### src/rtl/tsel_pkg.sv
package tsel_pkg;
  typedef enum logic {
    MODE_FINE   = 1'b0,
    MODE_COARSE = 1'b1
  } tsel_mode_e;
endpackage

### src/rtl/tsel_rr_pick.sv
module tsel_rr_pick #(
  parameter int unsigned N = 2,
  localparam int unsigned IW = $clog2(N)
) (
  input  logic [N-1:0]  req,
  input  logic [IW-1:0] ptr,
  output logic [IW-1:0] pick,
  output logic          found
);
  // Scan from ptr+1 around to ptr; the nearest requester wins.
  always_comb begin
    pick  = ptr;
    found = 1'b0;
    for (int i = N; i >= 1; i--) begin
      int idx;
      idx = (int'(ptr) + i) % N;
      if (req[idx]) begin
        pick  = IW'(idx);
        found = 1'b1;
      end
    end
  end
endmodule

### src/rtl/tsel_pc_bank.sv
module tsel_pc_bank #(
  parameter int unsigned NTHR = 2,
  parameter int unsigned PC_W = 32,
  parameter logic [PC_W-1:0] PC_BASE = 'h1000,
  parameter logic [PC_W-1:0] PC_STRIDE = 'h1000,
  parameter int unsigned PC_STEP = 4,
  localparam int unsigned IW = $clog2(NTHR)
) (
  input  logic            clk,
  input  logic            rst_n,
  input  logic [NTHR-1:0] adv,
  input  logic [IW-1:0]   rd_id,
  output logic [PC_W-1:0] rd_pc
);
  logic [NTHR*PC_W-1:0] pc_flat;

  for (genvar t = 0; t < NTHR; t++) begin : g_thr
    logic [PC_W-1:0] pc_r;
    always_ff @(posedge clk or negedge rst_n) begin
      if (!rst_n)      pc_r <= PC_BASE + PC_STRIDE * PC_W'(t);
      else if (adv[t]) pc_r <= pc_r + PC_W'(PC_STEP);
    end
    assign pc_flat[t*PC_W +: PC_W] = pc_r;
  end

  assign rd_pc = pc_flat[int'(rd_id)*PC_W +: PC_W];
endmodule

### src/rtl/tsel_refill.sv
module tsel_refill #(
  parameter int unsigned DEPTH = 3,
  localparam int unsigned CW = $clog2(DEPTH + 1)
) (
  input  logic clk,
  input  logic rst_n,
  input  logic load,
  output logic busy
);
  logic [CW-1:0] cnt_q;

  always_ff @(posedge clk or negedge rst_n) begin
    if (!rst_n)            cnt_q <= '0;
    else if (load)         cnt_q <= CW'(DEPTH);
    else if (cnt_q != '0)  cnt_q <= cnt_q - CW'(1);
  end

  assign busy = (cnt_q != '0);
endmodule

### src/rtl/thread_select_ctrl.sv
module thread_select_ctrl
  import tsel_pkg::*;
#(
  parameter int unsigned NTHR = 2,
  parameter int unsigned REFILL = 3,
  parameter int unsigned PC_W = 32,
  parameter logic [PC_W-1:0] PC_BASE = 'h1000,
  parameter logic [PC_W-1:0] PC_STRIDE = 'h1000,
  parameter int unsigned PC_STEP = 4,
  localparam int unsigned TID_W = $clog2(NTHR)
) (
  input  logic             clk,
  input  logic             rst_n,
  input  logic             coarse_mode_i,
  input  logic [NTHR-1:0]  short_stall_i,
  input  logic [NTHR-1:0]  long_stall_i,
  input  logic [NTHR-1:0]  stall_done_i,
  output logic [TID_W-1:0] thread_id_o,
  output logic [PC_W-1:0]  fetch_pc_o,
  output logic             issue_valid_o,
  output logic             flush_o,
  output logic             commit_ok_o
);
  tsel_mode_e       mode_q;
  logic [TID_W-1:0] cur_q;
  logic [NTHR-1:0]  parked_q;

  logic [NTHR-1:0]  ready, elig, adv;
  logic [TID_W-1:0] fine_id, sw_id, sel;
  logic             fine_hit, sw_hit, issue, flush, refill_busy;

  assign ready = ~short_stall_i & ~long_stall_i & ~parked_q;
  assign elig  = ~long_stall_i & ~parked_q;

  tsel_rr_pick #(.N(NTHR)) u_pick_fine (
    .req(ready), .ptr(cur_q), .pick(fine_id), .found(fine_hit)
  );

  tsel_rr_pick #(.N(NTHR)) u_pick_switch (
    .req(elig), .ptr(cur_q), .pick(sw_id), .found(sw_hit)
  );

  always_comb begin
    sel   = cur_q;
    issue = 1'b0;
    flush = 1'b0;
    if (mode_q == MODE_FINE) begin
      sel   = fine_id;
      issue = fine_hit;
    end else if (elig[cur_q]) begin
      issue = ~short_stall_i[cur_q];
    end else begin
      flush = sw_hit;
    end
  end

  always_ff @(posedge clk or negedge rst_n) begin
    if (!rst_n) begin
      mode_q   <= MODE_FINE;
      cur_q    <= TID_W'(NTHR - 1);
      parked_q <= '0;
    end else begin
      parked_q <= long_stall_i | (parked_q & ~stall_done_i);
      if (flush)      cur_q <= sw_id;
      else if (issue) cur_q <= sel;
      if (mode_q == MODE_FINE || flush)
        mode_q <= tsel_mode_e'(coarse_mode_i);
    end
  end

  assign adv = issue ? (NTHR'(1) << sel) : '0;

  tsel_pc_bank #(
    .NTHR(NTHR), .PC_W(PC_W), .PC_BASE(PC_BASE),
    .PC_STRIDE(PC_STRIDE), .PC_STEP(PC_STEP)
  ) u_pcs (
    .clk(clk), .rst_n(rst_n), .adv(adv), .rd_id(sel), .rd_pc(fetch_pc_o)
  );

  tsel_refill #(.DEPTH(REFILL)) u_refill (
    .clk(clk), .rst_n(rst_n), .load(flush), .busy(refill_busy)
  );

  assign thread_id_o   = sel;
  assign issue_valid_o = issue;
  assign flush_o       = flush;
  assign commit_ok_o   = ~refill_busy;
endmodule

### config.mk
export PLATFORM = sky130hd
export DESIGN_NAME = thread_select_ctrl
export DESIGN_NICKNAME = d
export VERILOG_FILES = /design/src/rtl/tsel_pkg.sv /design/src/rtl/tsel_rr_pick.sv /design/src/rtl/tsel_pc_bank.sv /design/src/rtl/tsel_refill.sv /design/src/rtl/thread_select_ctrl.sv
export SDC_FILE = /design/constraint.sdc
export NUM_CORES = 1
export LEC_CHECK = 0
export BUFFER_PORTS_ARGS = -buffer_cell sky130_fd_sc_hd__buf_2
export CAP_MARGIN = 0
export CORE_MARGIN = 1.5
export CORE_UTILIZATION = 30
export DETAILED_ROUTE_END_ITERATION = 8
export PLACE_DENSITY = 0.49
export SYNTH_ARGS = -nofsm -noshare
export SYNTH_HDL_FRONTEND = slang
export SYNTH_SLANG_ARGS = --single-unit
### constraint.sdc
create_clock -name clk -period 2.23 [get_ports clk]
set_input_delay 0.1115 -clock clk [delete_from_list [all_inputs] [get_ports clk]]
set_output_delay 0.1115 -clock clk [all_outputs]
set_load 0.03 [all_outputs]
==> impl_results.md <==
- Clock Root Buffer: clkbuf_16
- Reg-to-Reg End: u_pcs.g_thr[1].pc_r[18]$_DFFE_PN0P_
- Number of max-cap violations: 0
- TNS Setup: 0 ps
- Clk slew on worst S/H paths: 50 ps
- CTS tree: built
- Clk buf depth: 2
- Initial antenna violation count: 0
- Inst Count DP: 529
- Worst slack, placed: 201 ps
- P_sw: 1.42 mW
- Startpoint class of the critical path: register
- Max Fanout on Critical Path: 6
- Post-route DRC: 0
- Area leader, netlist: dfrtp_1
- Post-DR vias/cell: 4.95
- Die X: 113 um
- Max-slew violation count: 0
- Net Sw Frac: 32.4%
- ANT cells: 0
- Hold Startpoint: long_stall_i[1]
- Power Density: 912 mW/mm2
- Final Non-Filler Cells: 555
- IR drop worst, VDD: 328 uV
- Slowest CP cell: dfrtp_1
- Post-synth EDFFs: 0
- DRT iter0 DRCs: 167
- Top_reg_cell synth: dfrtp_1
- Die area: 0.0128 mm2
- Area fraction in and, or, nand and nor cells after synthesis: 20.5%
- Std cell rows: 39
- Slew margin rel.: 61.7%
- Xor and xnor fraction of the mapped netlist area: 14.2%
- Leak: 2.41 nW
- PortBufs: 42
- Seq/Total Area, Yosys: 45.6%
- PnR worst setup slack: 64.1 ps
- Die Y: 113 um
- Post-Synthesis Cells: 335
- Nets: 419
- Worst Path Arrival: 2050 ps
- First-pass DRT Iterations: 4
- Largest family of logic cells by synthesized area: simple AND/OR/NAND/NOR gates
- Sequential Power Share: 32.3%
- Dpl hpwl: 6270 um
- WHS Endpoint: parked_q[1]$_DFF_PN0_
- Clock Sinks: 66
- Outcome: completed
- Clk_lat worst skew: 320 ps
- Period utilisation layout: 97.1%
- Area growth, synth to finish: 32.9%
- Vias in the first global route: 2857
- Post-DP Area: 0.00413 mm2
- Synth cell types: 42
- Critical path class: register to output pin
- Reg2reg path depth: 6
- Routed WL: 9260 um
- Largest net degree at the start of global routing: 26
- Seq cells post-synth: 66
- Ports: 45
- Synth area leaders: dfrtp_1 (43%), xor2_1 (12%), mux2_1 (9.6%)
- Slew of the pin with the lowest slew margin: 575 ps
- Post-Syn Area: 0.00363 mm2
- CP Capture Type: output pin
- Total CTS buffers: 9
- Hold Path Cell Cnt: 2
- First-pass GRT wire length: 15500 um
- Top cell type's share of synthesized area: 43.4%
- Setup slack, reg-to-reg: 210 ps
- Final instance area: 0.00483 mm2
- R2r startpoint: cur_q$_DFFE_PN1P_
- Internal Power: 2.97 mW
- Hold Path Class: input port to register
- Layout cells sized above 1: 32.3%
- Compound-Gate Fraction of Synth Area: 4.27%
- WL/cell: 16.7 um
- Core Area: 0.0116 mm2
- Final setup vio count: 0
- Total number of vias: 2746
- Layout Utilization: 41.6%
- Comb power frac: 35.9%
- Layout Skew: 5.27 ps
- H-tree Lvls: 3
- Req. time, crit path: 2120 ps
- Antenna-violating nets left: 0
- GRT overflow: 0
- CP peak stage delay: 370 ps
- Final Hold Fails: 0
- Async set-reset flop share out of synthesis: 100%
- Power share of the clock group: 31.8%
- Critical Path, Cell by Cell: or3_4 -> o22ai_4 -> buf_12 -> clkbuf_16 -> mux2_1 -> buf_6
- Post-Synth Adder-Cell Area: 1.03%
- Avg Cell Area, Syn: 10.8 um2
- Overall Global Routing Usage: 15.6%
- Initial Util: 31.3%
- Fraction of synthesized area in multiplexers: 10.5%
- Fmax: 462 MHz
- Placer's final routability congestion estimate: 0.795
- Ys Warns: 0
- Post-route minimum period: 2170 ps
==> cells in the final DEF (no fill, tap or decap), types with 14 or more instances in the layout <==
cell     instances
nand2_1         24
nand3_1         15
inv_1           16
buf_6           23
buf_4           29
nor2_1          14
xor2_1          48
mux2_4          15
dfrtp_1         62
nor3_1          23
==> routing by layer <==
metal / up-vias / part of all wire (%) / track usage (%)
met4: 0 / 1.6 / 6.17
met2: 42 / 46 / 24.2
li1: 1326 / - / -
met1: 1366 / 50 / 22.0
met3: 12 / 2.1 / 2.25
met5: - / 0 / 0
==> what timing repair did <==
item	in CTS	in global routing
gates resized for setup	47	51
hold buffers	2	0
setup buffers	5	2
cloned	1	2
endpoints found under the hold margin	22	0
pin swaps	2	4
setup endpoints to repair	30	30
==> worst max-delay path by stage <==
stage	start	to	slack, ps
6_report	parked_q[0]$_DFF_PN0_	fetch_pc_o[29]	60
5_1_grt	parked_q[0]$_DFF_PN0_	fetch_pc_o[2]	-0.3
4_1_cts	parked_q[0]$_DFF_PN0_	fetch_pc_o[18]	-70
3_5_place_dp	cur_q$_DFFE_PN1P_	fetch_pc_o[19]	200
3_3_place_gp	cur_q$_DFFE_PN1P_	fetch_pc_o[19]	240
2_1_floorplan	parked_q[0]$_DFF_PN0_	fetch_pc_o[10]	270
==> Yosys cell counts, types with 6 or more instances <==
cell type	instances
xnor2_1	11
mux2_1	31
xor2_1	48
nand2_1	24
nand3_1	15
dfrtp_1	63
and4_1	7
inv_1	16
nor2_1	15
and3_1	8
nor4_2	9
nor3_1	23
nor4_1	8
buf_2	6
nand4_1	10
==> sequential cells by signal (all words and copies together) (netlist names) <==
register          count
cur_q                 1
mode_q                1
parked_q              2
u_pcs.g_thr.pc_r     60
u_refill.cnt_q        2
==> cell type report <==
cell class | count | area, um2
Sequential cell | 66 | 1660
Tap cell | 143 | 179
Multi-Input combinational cell | 242 | 1930
Clock inverter | 1 | 5.00
Timing Repair Buffer | 72 | 694
Clock buffer | 15 | 298
Fill cell | 1124 | 6790
Inverter | 16 | 60.1
==> stage by stage <==
stage	total power, mW	hold slack, ps
4_1_cts	4.23	32.4
5_1_grt	4.61	58.3
6_report	4.40	46.0
3_3_place_gp	2.51	135
3_5_place_dp	2.52	144
2_1_floorplan	2.19	-184
==> cells by family (layout without fill, tap and decap cells) <==
family                     after synthesis  count (layout)
adders and majority gates                3               3
muxes                                   34              34
buffers and inverters                   28             104
and+or+nand+nor                        129             129
other                                    1               2
DFF                                     66              66
xor gates and xnor gates                59              59
AOI/OAI and AO/OA                       15              15
==> critical path, delay by kind of cell, from the launching register on <==
family                 cells  cell delay, ps
flip-flops                 1             370
AO/OA/AOI/OAI              1             180
multiplexers               1             350
buffers and inverters      3             470
AND/OR/NAND/NOR            1             350
==> power groups by stage <==
stage	registers [mW]	clock network, mW	logic (mW)
floorplan	1.39	0	0.802
global placement	1.45	0	1.05
detailed placement	1.45	0	1.06
CTS	1.41	1.43	1.39
global route	1.44	1.50	1.67
finish	1.42	1.40	1.58
No activity file was read; power rests on OpenSTA's default activity.
